[src/rtl/div_pkg.sv]
package div_pkg;
  localparam int CAUSE_W = 5;
  localparam logic [CAUSE_W-1:0] CAUSE_DIVZERO = 5'h05;

  typedef enum logic [1:0] {
    ST_IDLE,
    ST_ITER,
    ST_FIX
  } div_state_e;
endpackage

[src/rtl/div_iter.sv]
module div_iter import div_pkg::*; #(
  parameter int WIDTH = 32
) (
  input  logic             clk,
  input  logic             rst_n,
  input  logic             load_i,
  input  logic [WIDTH-1:0] num_mag_i,
  input  logic [WIDTH-1:0] den_mag_i,
  input  logic             neg_i,
  output logic             busy_o,
  output logic             fix_now_o,
  output logic [WIDTH-1:0] fix_val_o
);
  localparam int CW = $clog2(WIDTH);
  localparam logic [CW-1:0] LAST_STEP = CW'(WIDTH - 1);

  div_state_e       st_q;
  logic [WIDTH-1:0] rem_q, quo_q, den_q;
  logic             neg_q;
  logic [CW-1:0]    cnt_q;

  logic [WIDTH:0]   shifted, diff;
  logic             step_ok;

  function automatic logic [WIDTH-1:0] apply_sign(input logic [WIDTH-1:0] mag,
                                                  input logic neg);
    return neg ? (~mag + 1'b1) : mag;
  endfunction

  assign shifted   = {rem_q, quo_q[WIDTH-1]};
  assign diff      = shifted - {1'b0, den_q};
  assign step_ok   = ~diff[WIDTH];
  assign busy_o    = (st_q != ST_IDLE);
  assign fix_now_o = (st_q == ST_FIX);
  assign fix_val_o = apply_sign(quo_q, neg_q);

  always_ff @(posedge clk) begin
    if (!rst_n) begin
      st_q  <= ST_IDLE;
      rem_q <= '0;
      quo_q <= '0;
      den_q <= '0;
      neg_q <= 1'b0;
      cnt_q <= '0;
    end else begin
      case (st_q)
        ST_IDLE: if (load_i) begin
          quo_q <= num_mag_i;
          rem_q <= '0;
          den_q <= den_mag_i;
          neg_q <= neg_i;
          cnt_q <= '0;
          st_q  <= ST_ITER;
        end
        ST_ITER: begin
          rem_q <= step_ok ? diff[WIDTH-1:0] : shifted[WIDTH-1:0];
          quo_q <= {quo_q[WIDTH-2:0], step_ok};
          cnt_q <= cnt_q + 1'b1;
          if (cnt_q == LAST_STEP) st_q <= ST_FIX;
        end
        default: st_q <= ST_IDLE;
      endcase
    end
  end

  // fix-up follows the final iteration step
  assert_fix_after_last_R1: assert property (@(posedge clk) disable iff (!rst_n)
    (st_q == ST_ITER && cnt_q == LAST_STEP) |=> fix_now_o);
  // a load is only presented while idle
  assert_load_when_idle_R8: assert property (@(posedge clk) disable iff (!rst_n)
    load_i |-> !busy_o);
  // busy drops right after fix-up
  assert_idle_after_fix_R1: assert property (@(posedge clk) disable iff (!rst_n)
    fix_now_o |=> !busy_o);
endmodule

[src/rtl/dz_status.sv]
module dz_status import div_pkg::*; (
  input  logic               clk,
  input  logic               rst_n,
  input  logic               zero_evt_i,
  input  logic               trap_en_i,
  input  logic               clear_i,
  output logic               sticky_o,
  output logic               exc_req_o,
  output logic [CAUSE_W-1:0] cause_o
);
  always_ff @(posedge clk) begin
    if (!rst_n) begin
      sticky_o  <= 1'b0;
      exc_req_o <= 1'b0;
      cause_o   <= '0;
    end else begin
      if (zero_evt_i)   sticky_o <= 1'b1;
      else if (clear_i) sticky_o <= 1'b0;
      exc_req_o <= zero_evt_i & trap_en_i;
      if (zero_evt_i & trap_en_i) cause_o <= CAUSE_DIVZERO;
    end
  end

  // sticky only rises from a zero-divisor event
  assert_sticky_source_R5: assert property (@(posedge clk) disable iff (!rst_n)
    $rose(sticky_o) |-> $past(zero_evt_i));
  // sticky holds while no clear is strobed
  assert_sticky_holds_R5: assert property (@(posedge clk) disable iff (!rst_n)
    (sticky_o && !clear_i) |=> sticky_o);
  // cause changes only when a trap is taken
  assert_cause_stable_R6: assert property (@(posedge clk) disable iff (!rst_n)
    !exc_req_o |-> $stable(cause_o));
endmodule

[src/rtl/int_div_trap.sv]
module int_div_trap import div_pkg::*; #(
  parameter int WIDTH = 32
) (
  input  logic               clk,
  input  logic               rst_n,
  input  logic               start_i,
  input  logic               signed_i,
  input  logic [WIDTH-1:0]   dividend_i,
  input  logic [WIDTH-1:0]   divisor_i,
  input  logic               exc_enable_i,
  input  logic               dz_trap_cfg_i,
  input  logic               dz_clear_i,
  output logic               busy_o,
  output logic               done_o,
  output logic [WIDTH-1:0]   quotient_o,
  output logic               wb_o,
  output logic               dz_sticky_o,
  output logic               exc_req_o,
  output logic [CAUSE_W-1:0] exc_cause_o
);
  logic             accept, zero_div, zero_evt, load_evt, neg_res;
  logic             fix_now;
  logic [WIDTH-1:0] fix_val, num_mag, den_mag;
  logic             done_q;
  logic [WIDTH-1:0] quot_q;

  function automatic logic [WIDTH-1:0] magnitude(input logic [WIDTH-1:0] v,
                                                 input logic is_signed);
    return (is_signed && v[WIDTH-1]) ? (~v + 1'b1) : v;
  endfunction

  assign accept   = start_i & ~busy_o;
  assign zero_div = (divisor_i == '0);
  assign zero_evt = accept & zero_div;
  assign load_evt = accept & ~zero_div;
  assign neg_res  = signed_i & (dividend_i[WIDTH-1] ^ divisor_i[WIDTH-1]);
  assign num_mag  = magnitude(dividend_i, signed_i);
  assign den_mag  = magnitude(divisor_i, signed_i);

  div_iter #(.WIDTH(WIDTH)) u_iter (
    .clk       (clk),
    .rst_n     (rst_n),
    .load_i    (load_evt),
    .num_mag_i (num_mag),
    .den_mag_i (den_mag),
    .neg_i     (neg_res),
    .busy_o    (busy_o),
    .fix_now_o (fix_now),
    .fix_val_o (fix_val)
  );

  dz_status u_status (
    .clk        (clk),
    .rst_n      (rst_n),
    .zero_evt_i (zero_evt),
    .trap_en_i  (exc_enable_i & dz_trap_cfg_i),
    .clear_i    (dz_clear_i),
    .sticky_o   (dz_sticky_o),
    .exc_req_o  (exc_req_o),
    .cause_o    (exc_cause_o)
  );

  always_ff @(posedge clk) begin
    if (!rst_n) begin
      done_q <= 1'b0;
      quot_q <= '0;
    end else begin
      done_q <= fix_now | zero_evt;
      if (fix_now)       quot_q <= fix_val;
      else if (zero_evt) quot_q <= '0;
    end
  end

  assign done_o     = done_q;
  assign quotient_o = quot_q;
  assign wb_o       = done_q & ~exc_req_o;

  // zero divisor completes next cycle with a zero quotient
  assert_zero_quotient_R4: assert property (@(posedge clk) disable iff (!rst_n)
    zero_evt |=> (done_o && quotient_o == '0));
  // a trap needs both enables and a zero divisor at acceptance
  assert_trap_gate_R6: assert property (@(posedge clk) disable iff (!rst_n)
    exc_req_o |-> $past(start_i && exc_enable_i && dz_trap_cfg_i && divisor_i == '0));
  // a trapped result is never written back
  assert_no_wb_on_trap_R7: assert property (@(posedge clk) disable iff (!rst_n)
    exc_req_o |-> (done_o && !wb_o));
  // quotient changes only with a completion
  assert_quot_held_R9: assert property (@(posedge clk) disable iff (!rst_n)
    !done_o |-> $stable(quotient_o));
endmodule

[config.mk]
export PLATFORM = sky130hd
export DESIGN_NAME = int_div_trap
export DESIGN_NICKNAME = d
export VERILOG_FILES = /design/src/rtl/div_pkg.sv /design/src/rtl/div_iter.sv /design/src/rtl/dz_status.sv /design/src/rtl/int_div_trap.sv
export SDC_FILE = /design/constraint.sdc
export NUM_CORES = 1
export LEC_CHECK = 0
export ABC_AREA = 1
export BUFFER_PORTS_ARGS = -buffer_cell sky130_fd_sc_hd__buf_2
export CAP_MARGIN = 20
export CORE_MARGIN = 8
export CORE_UTILIZATION = 35
export CTS_CLUSTER_SIZE = 30
export DETAILED_ROUTE_END_ITERATION = 8
export SLEW_MARGIN = 5
export SYNTH_ARGS = -nofsm -noshare
export SYNTH_HDL_FRONTEND = slang
export SYNTH_HIERARCHICAL = 1
export SYNTH_SLANG_ARGS = --single-unit
[constraint.sdc]
create_clock -name clk -period 4.5 [get_ports clk]
set_input_delay 0 -clock clk [delete_from_list [all_inputs] [get_ports clk]]
set_output_delay 0 -clock clk [all_outputs]
set_load 0.05 [all_outputs]
==> impl_metrics.tcl <==
set metrics [dict create \
    slew_viol_final 0 \
    rsz0062_at_grt "false" \
    synthTopCellsByArea "dfxtp_1, nand2_1, inv_1, nor2_1, nand3_1" \
    min_period_ns 2.78 \
    highest_layer "met4" \
    power.static_leakage_nw 5.90 \
    ios 113 \
    reg2reg_depth 11 \
    synth_ff_type "dfxtp_1" \
    finalSetupViolations 0 \
    placed_cell_area_mm2 0.0116 \
    synth_seq_cells 140 \
    synth-simple-area-share_pct 36.2 \
    final_cell_mix "nand2_1, inv_1, nor2_1" \
    p_total_mw 8.48 \
    viasPerCell 4.91 \
    drt_iter0_drc 684 \
    antenna_cells 0 \
    synth-edff-count 0 \
    synth_top_area_share_pct 25.9 \
    post_cts_resized 0 \
    coreArea_mm2 0.0305 \
    worstSetupStartpointType "flop" \
    row_count 64 \
    yosysWarnings 6 \
    hp-start "dividend_i[1]" \
    synth_mux_area_share_pct 0 \
    drc_errors 0 \
    start_util_pct 35.5 \
    min_path_cells 5 \
    finalSetupTns_ns 0 \
    r2r-start "u_iter/st_q[0]" \
    fin_hold_ws_ns 0.0196 \
    synth_area_mm2 0.0108 \
    ys_seq_area_share_pct 25.9 \
    layout_worst_path_cycle_share_pct 61.8 \
    cp-startpoint "u_iter/st_q[0]" \
    synth_compound_area_share_pct 15.0 \
    fin_area_mm2 0.0125 \
    num_vias 10978 \
    dp_cells 2180 \
    die_w_um 192 \
    gp_congestion 0.903 \
    worstPathMaxFanout 36 \
    powerDensity_mw_per_mm2 680 \
    final_common_cell "nand2_1" \
    fp.dieH_um 192 \
    clock-sinks 140 \
    clock.fmax_ghz 0.359 \
    worst-setup-path-type "reg -> reg" \
    status "completed" \
    grt_usage_pct 17.8 \
    antenna_left 0 \
    synth_adder_area_share_pct 4.46 \
    path_clk_slew_ns 0.06 \
    cts_tree "built" \
    instances_no_fill 2237 \
    worst_pin_slew_ns 0.888 \
    worstPathRequired_ns 4.83 \
    grt_overflow 0 \
    dpl_worst_slack_ns 1.71 \
    grt_pass1_vias 10324 \
    wl_met2_mm 14.4 \
    grt_max_degree 77 \
    drive_above_1_share_pct 13.7 \
    grt_first_pass_wirelength_mm 53.2 \
    syn_inst 1725 \
    numPortBuffers 109 \
    fin_nets 1937 \
    worstSetupEndpointType "flop" \
    finalWorstSetupSlack_ns 1.72 \
    skew_ns 0.00842 \
    wl_per_cell_um 14.7 \
    synth_async_sr_flop_share_pct 0 \
    hold_violations 0 \
    routed_wl_mm 33.0 \
    grt_antenna_before_repair 0 \
    cp.arrival_ns 3.11 \
    synth_top_cell_by_area "dfxtp_1" \
    max-slew-margin-rel_pct 40.7 \
    hold_class "in -> reg" \
    synth_area_per_cell_um2 6.27 \
    finalCoreUtilization_pct 40.9 \
    ys_types 53 \
    syn_to_final_growth_pct 15.3 \
    dp_hpwl_mm 26.1 \
    synth_xor_area_share_pct 7.29 \
    synth_top_family_by_area "simple AND/OR/NAND/NOR gates" \
    ir_worst_vdd_mv 0.441 \
    worstSkewPairLatency_ns 0.43 \
    drt-met1-wl_mm 16.6 \
    dr.pass1.iters 6 \
    maxCapViolCount 0 \
    met3RoutedLength_mm 1.48 \
    die-area_mm2 0.0368 \
    cts.htree.levels 4 \
    clockBufferDepth 2 \
    root_buffer "clkbuf_16" \
    cts_made_buffers 17 \
]
area by class of cell:
class / instances / area, um2
well taps: 396 / 495
fillers: 3285 / 18000
flip-flops and latches: 140 / 2800
clock inverters: 9 / 135
clock buffers: 23 / 478
inverters: 234 / 878
multi-input cells: 1292 / 6820
repair buffers: 143 / 863
per-layer routing:
metal,GRT usage [%],vias to the layer above
met5,0,-
met4,5.15,0
met3,2.31,36
met2,27.2,258
met1,25.7,4990
li1,-,5694
kinds of logic after synthesis:
logic type                 count (synthesis)
adders and majority gates                 38
and+or+nand+nor                          893
other                                      1
buffers and inverters                    295
AOI/OAI and AO/OA                        268
DFF                                      140
xor gates and xnor gates                  90
state kept, by name, summed over array words and instances, names as in the netlist:
register / flops
u_iter/den_q: 32
u_iter/quo_q: 32
u_iter/cnt_q: 5
quotient_o: 32
done_o: 1
u_status/sticky_o: 1
u_iter/rem_q: 32
u_status/cause_o: 1
u_iter/st_q: 2
u_status/exc_req_o: 1
u_iter/neg_q: 1
critical path, stage by stage (launching register included):
cell and delay, ns:
dfxtp_1 0.32, nor2_1 0.24, inv_1 0.12, nor3_1 0.25
nand2_2 0.08, inv_1 0.57, nor2_2 0.04, buf_4 0.28
nand2_1 0.10, buf_4 0.28, inv_2 0.18, a22o_1 0.20
synthesized netlist by cell type (4+ instances only):
| master | number |
|---|---|
| or2_2 | 4 |
| nor3_1 | 17 |
| ha_1 | 37 |
| nor2_1 | 157 |
| nor2_2 | 9 |
| xnor2_1 | 31 |
| nand4_1 | 9 |
| nand2_1 | 530 |
| buf_1 | 4 |
| a21oi_1 | 83 |
| buf_2 | 9 |
| nand3b_1 | 4 |
| a31oi_1 | 24 |
| xor2_1 | 59 |
| buf_4 | 5 |
| inv_1 | 228 |
| nand3_1 | 107 |
| o21bai_1 | 8 |
| clkbuf_1 | 35 |
| nand3_2 | 32 |
| a21oi_2 | 33 |
| nand2_2 | 5 |
| o221ai_1 | 9 |
| buf_6 | 7 |
| dfxtp_1 | 140 |
| o21ai_0 | 69 |
| o21ai_1 | 23 |
| nand2_4 | 6 |
what timing repair did:
item / in CTS / in global routing
hold endpoints to repair: 25 / 0
hold buffers: 25 / 0
buffers inserted: 0 / 0
report_power, final:
group	switching (mW)	total [mW]	internal, mW
combinational	3.66	5.36	1.71
sequential	0.188	1.63	1.45
clock	0.567	1.48	0.918
total	4.41	8.48	4.07
worst paths after layout:
kind	end	slack, ns
worst max-delay path	u_iter/cnt_q[4]	1.72
worst min-delay path	u_iter/quo_q[1]	0.02
worst max register to register	u_iter/cnt_q[4]	1.72
worst min register to register	u_iter/den_q[19]	0.46
No activity file was read; power rests on OpenSTA's default activity.
